## src/rtl/rm_addr_pkg.sv

```systemverilog
package rm_addr_pkg;
  typedef enum logic {
    REQ_SEG = 1'b0,
    REQ_VEC = 1'b1
  } req_kind_e;
endpackage

```

## src/rtl/rm_seg_adder.sv

```systemverilog
module rm_seg_adder #(
  parameter int SEG_W  = 16,
  parameter int OFF_W  = 16,
  parameter int SHIFT  = 4,
  parameter int ADDR_W = 21
) (
  input  logic [SEG_W-1:0]  seg_i,
  input  logic [OFF_W-1:0]  off_i,
  output logic [ADDR_W-1:0] sum_o
);
  localparam int BASE_W = SEG_W + SHIFT;

  logic [BASE_W-1:0] base;

  assign base  = {seg_i, {SHIFT{1'b0}}};
  // carry beyond BASE_W is kept here; gating happens downstream
  assign sum_o = ADDR_W'(base) + ADDR_W'(off_i);
endmodule

```

## src/rtl/rm_ivt_index.sv

```systemverilog
module rm_ivt_index #(
  parameter int VEC_W       = 9,
  parameter int ENTRY_BYTES = 4,
  parameter int IVT_LIMIT   = 'h3FF,
  parameter int ADDR_W      = 21
) (
  input  logic [VEC_W-1:0]  vec_i,
  output logic [ADDR_W-1:0] addr_o,
  output logic              err_o
);
  localparam int ENTRY_SH = $clog2(ENTRY_BYTES);
  localparam int IDX_W    = VEC_W + ENTRY_SH + 1;
  localparam logic [IDX_W-1:0] LIMIT_V = IDX_W'(IVT_LIMIT);
  localparam logic [IDX_W-1:0] LAST_V  = IDX_W'(ENTRY_BYTES - 1);

  logic [IDX_W-1:0] start_b;
  logic [IDX_W-1:0] end_b;

  assign start_b = IDX_W'(vec_i) << ENTRY_SH;
  assign end_b   = start_b + LAST_V;
  assign err_o   = end_b > LIMIT_V;
  assign addr_o  = err_o ? '0 : ADDR_W'(start_b);
endmodule

```

## src/rtl/rm_a20_mask.sv

```systemverilog
module rm_a20_mask #(
  parameter int ADDR_W   = 21,
  parameter int GATE_BIT = 20
) (
  input  logic [ADDR_W-1:0] addr_i,
  input  logic              en_i,
  output logic [ADDR_W-1:0] addr_o
);
  always_comb begin
    addr_o = addr_i;
    if (!en_i) addr_o[GATE_BIT] = 1'b0;
  end
endmodule

```

## src/rtl/rm_addr_gen.sv

```systemverilog
module rm_addr_gen
  import rm_addr_pkg::*;
#(
  parameter int SEG_W       = 16,
  parameter int OFF_W       = 16,
  parameter int SHIFT       = 4,
  parameter int VEC_W       = 9,
  parameter int ENTRY_BYTES = 4,
  parameter int IVT_LIMIT   = 'h3FF,
  localparam int ADDR_W     = SEG_W + SHIFT + 1
) (
  input  logic              clk_i,
  input  logic              rst_ni,
  input  logic              req_i,
  input  logic              kind_i,
  input  logic [SEG_W-1:0]  seg_i,
  input  logic [OFF_W-1:0]  off_i,
  input  logic              a20_en_i,
  input  logic [VEC_W-1:0]  vec_i,
  output logic [ADDR_W-1:0] addr_o,
  output logic              valid_o,
  output logic              err_o
);
  localparam int GATE_BIT = ADDR_W - 1;

  logic [ADDR_W-1:0] seg_sum, ivt_addr, raw_addr, gated_addr;
  logic              ivt_err, nxt_err;

  rm_seg_adder #(
    .SEG_W(SEG_W), .OFF_W(OFF_W), .SHIFT(SHIFT), .ADDR_W(ADDR_W)
  ) i_seg_adder (
    .seg_i(seg_i), .off_i(off_i), .sum_o(seg_sum)
  );

  rm_ivt_index #(
    .VEC_W(VEC_W), .ENTRY_BYTES(ENTRY_BYTES), .IVT_LIMIT(IVT_LIMIT), .ADDR_W(ADDR_W)
  ) i_ivt_index (
    .vec_i(vec_i), .addr_o(ivt_addr), .err_o(ivt_err)
  );

  always_comb begin
    if (req_kind_e'(kind_i) == REQ_VEC) begin
      raw_addr = ivt_addr;
      nxt_err  = ivt_err;
    end else begin
      raw_addr = seg_sum;
      nxt_err  = 1'b0;
    end
  end

  rm_a20_mask #(
    .ADDR_W(ADDR_W), .GATE_BIT(GATE_BIT)
  ) i_a20_mask (
    .addr_i(raw_addr), .en_i(a20_en_i), .addr_o(gated_addr)
  );

  always_ff @(posedge clk_i or negedge rst_ni) begin
    if (!rst_ni) begin
      addr_o  <= '0;
      valid_o <= 1'b0;
      err_o   <= 1'b0;
    end else begin
      valid_o <= req_i;
      err_o   <= req_i & nxt_err;
      if (req_i) addr_o <= gated_addr;
    end
  end
endmodule

```

## config.mk

```make
export PLATFORM = sky130hd
export DESIGN_NAME = rm_addr_gen
export DESIGN_NICKNAME = d
export VERILOG_FILES = /design/src/rtl/rm_addr_pkg.sv /design/src/rtl/rm_seg_adder.sv /design/src/rtl/rm_ivt_index.sv /design/src/rtl/rm_a20_mask.sv /design/src/rtl/rm_addr_gen.sv
export SDC_FILE = /design/constraint.sdc
export NUM_CORES = 1
export LEC_CHECK = 0
export ABC_AREA = 1
export BUFFER_PORTS_ARGS = -buffer_cell sky130_fd_sc_hd__buf_4
export CORE_ASPECT_RATIO = 0.75
export CORE_MARGIN = 2
export CORE_UTILIZATION = 45
export CTS_CLUSTER_SIZE = 14
export DETAILED_ROUTE_END_ITERATION = 12
export GPL_TIMING_DRIVEN = 0
export PLACE_DENSITY = 0.77
export SLEW_MARGIN = 20
export SYNTH_ARGS = -nofsm -noshare
export SYNTH_HDL_FRONTEND = slang
export SYNTH_SLANG_ARGS = --single-unit
```

## constraint.sdc

```tcl
create_clock -name clk_i -period 1.2 [get_ports clk_i]
set_clock_uncertainty 0.05 [all_clocks]
set_input_delay 0.18 -clock clk_i [delete_from_list [all_inputs] [get_ports clk_i]]
set_output_delay 0.18 -clock clk_i [all_outputs]
set_load 0.01 [all_outputs]
```

==> impl_metrics.csv <==
group,metric,value,unit
run_status,status,"finished with violations",
run_status,violations,"setup timing",
setup_path,cp_top_family,"simple AND/OR/NAND/NOR gates",
setup_path,slowest_delay,360,ps
job,max_cap_violations,0,
power,ir_drop,868.4,µV
timing,slew_violations,0,
timing,whs,80.25,ps
global_route,antenna_found_initial,0,
timing,max_slew_margin,78.21,%
route,drt_iter0_markers,79,
finish,area.growth.synth_to_final,55.22,%
logic_synthesis,synthCells,264,
clocking,tritoncts,"built",
timing,period_share,108.1,%
placed_design,hpwl,3902,µm
setup_path,critPathLaunchType,"primary input",
global_route,overflow,0,
die,die_area,4433,µm²
timing,rsz0062_at_grt,"true",
timing,fmax,770.7,MHz
die,coreArea,3709,µm²
clocking,clk_latency,260,ps
finish,drive_above_1_share,41.11,%
setup_path,worstSetupPathDepth,11,
placed_design,gp_congestion,0.7926,
timing,hold_viol_final,0,
placed_design,placed_cells,384,
clocking,clkTransAtPathRegs,80,ps
clocking,htreeDepth,1,
route,vias_per_cell,4.932,
setup_path,crit_path_end,"addr_o[8]",
setup_path,r2r_start,"addr_o[1]",
setup_path,crit_start,"off_i[4]",
clocking,cts_buffers,3,
setup_path,crit_arrival,1450,ps
clocking,cts_sinks,23,
route,routedWlPerCell,12.72,µm
die,die_h,58.17,µm
global_route,grt_max_degree,24,
logic_synthesis,yosys_register_bits,23,
die,rows,19,
logic_synthesis,synth.distinct_cells,28,
timing,worst_pin_slew,323.8,ps
timing,fin_ws,-97.52,ps
power,powerDensity,867.9,nW/µm²
clocking,root_buffer,"clkbuf_8",
route,firstDrtPassIters,4,
timing,setup_viol,7,
logic_synthesis,synth_nets,323,
placed_design,port_buffers,68,
min_path,min_path_type,"in2reg",
finish,instances_no_fill,395,
setup_path,rr_endpoint,"addr_o[1]",
die,start_util,47.47,%
global_route,grt_usage,21.86,%
finish,nets,403,
route,finalWirelength,5024,µm
route,remaining_drc_errors,0,
clocking,cts_buffer_depth,2,
finish,diodes,0,
setup_path,reg2regPathDepth,1,
logic_synthesis,synth_top_area_cell,"dfrtp_1",
setup_path,cp_slowest_cell,"fa_2",
power,p_leak,1.466,nW
logic_synthesis,synth-seq-area-share,32.69,%
logic_synthesis,yosys-top-cells-area,"dfrtp_1, nand2_1, ha_1, nand3_1, inv_1",
setup_path,path_class,"in2reg",
route,vias,1948,
setup_path,worstPathCellList,"buf_6 > ha_4 > fa_2 > nand2_2 > nand2_2 > and2_4 > nand2_2 > nand2_1 > o21ai_1 > nand2_1 > nand2_1",
route,ant_nets,0,
timing,period_needed,1298,ps
logic_synthesis,netlist_area,1760,µm²
die,die_x,76.22,µm
global_route,grt_pass1_vias,1833,
setup_path,crit_required,1350,ps
logic_synthesis,yosysWarnings,0,
setup_path,critPathBufInv,1,
global_route,grt_first_pass_wirelength,7776,µm
setup_path,crit_path_max_fanout,4,
die,io_pins,69,
setup_path,crit_path_end_kind,"flip-flop",
logic_synthesis,avgSynthCellArea,6.668,µm²
logic_synthesis,synthDominantCellAreaShare,32.69,%
setup_path,r2r_slack,430,ps
state kept, by name, summed over array words and instances (netlist names):
name and flops:
addr_o 21, err_o 1, valid_o 1
cell usage in the layout (no fill, tap or decap), drive strengths merged, types with 4 or more instances in the layout:
cell	n
ha	12
nor2	17
buf	77
nand3b	4
dfrtp	23
nand2	114
a21oi	7
nand3	27
o21ai	5
inv	35
layout make-up:
class / instances / area (µm²)
clock buffer: 3 / 41.29
inverter: 35 / 131.4
fill: 320 / 975.9
timing repair buffer: 75 / 579.3
multi-input combinational: 202 / 1310
sequential: 23 / 575.6
buffer: 4 / 25.02
tap: 52 / 65.06
clock inverter: 1 / 5.005
per-stage QoR:
step	area, µm²	total power, mW	setup slack [ps]	setup TNS, ps	utilization, %
after global placement	2496	1.788	-403.3	-4462	67.31
final	2733	2.372	-97.52	-502.1	73.68
after global routing	2733	2.521	-140.7	-889.5	73.68
after detailed placement	2496	1.811	-440.2	-4855	67.31
after CTS	2618	2.311	-97.90	-347.8	70.58
after floorplan	1921	1.405	-168.2	-1081	-
what timing repair did:
item | in CTS | in global routing
endpoints found under the setup margin | 8 | 12
resized for setup | 11 | 26
endpoints found under the hold margin | 24 | 0
pin swaps | 13 | 16
setup buffers | 2 | 3
hold buffers | 2 | 0
cell families after synthesis:
group                      after synthesis  share of synthesized area [%]
adders and majority gates               13                          9.666
xor gates and xnor gates                 1                         0.4976
DFF                                     23                          32.69
buffers and inverters                   39                          8.884
AOI/OAI and AO/OA                       16                          5.259
and+or+nand+nor                        172                          43.00
worst min path at each step:
stage / startpoint / end / slack, ps / cells past startpoint
floorplan: rst_ni / addr_o[0] / -170 / 0
global placement: rst_ni / addr_o[15] / 30 / 1
detailed placement: rst_ni / addr_o[20] / 40 / 1
CTS: off_i[0] / addr_o[0] / 80 / 2
global route: off_i[1] / addr_o[1] / 80 / 2
finish: off_i[0] / addr_o[0] / 80 / 2
synth_stat cells:
cell      instances
nand3b_1          4
a22oi_1           1
nand3_2           2
inv_1            28
buf_4             2
and2_4            1
nor2_4            1
a22o_1            2
o21ai_0           1
o21ai_1           4
nand2_1         112
and2_1            2
buf_2             2
or2_1             2
nor2_8            1
nand3_1          25
nor2_1           15
nor3_1            3
inv_2             7
nand4_1           1
nand2_2           2
o211ai_1          1
dfrtp_1          23
nor4_1            1
ha_1             12
xnor2_1           1
a21oi_1           7
fa_1              1
per-layer routing:
| metal | global-route usage, % | share of wire [%] | vias up | wire (µm) |
|---|---|---|---|---|
| li1 | - | - | 987 | - |
| met1 | 26.08 | 41 | 896 | 2064 |
| met2 | 40.58 | 51 | 63 | 2565 |
| met3 | 6.075 | 7.6 | 2 | 380 |
| met4 | 3.636 | 0.26 | 0 | 13 |
| met5 | 0 | 0 | - | 0 |
report_power, final:
| part | leakage, nW | internal, mW | total [mW] | switching (mW) |
|---|---|---|---|---|
| Combinational | 1.15 | 0.481 | 0.997 | 0.515 |
| Sequential | 0.296 | 0.856 | 0.906 | 0.0496 |
| Clock | 0.0255 | 0.231 | 0.469 | 0.237 |
| Total | 1.47 | 1.57 | 2.37 | 0.803 |
No activity file was read; power rests on OpenSTA's default activity.
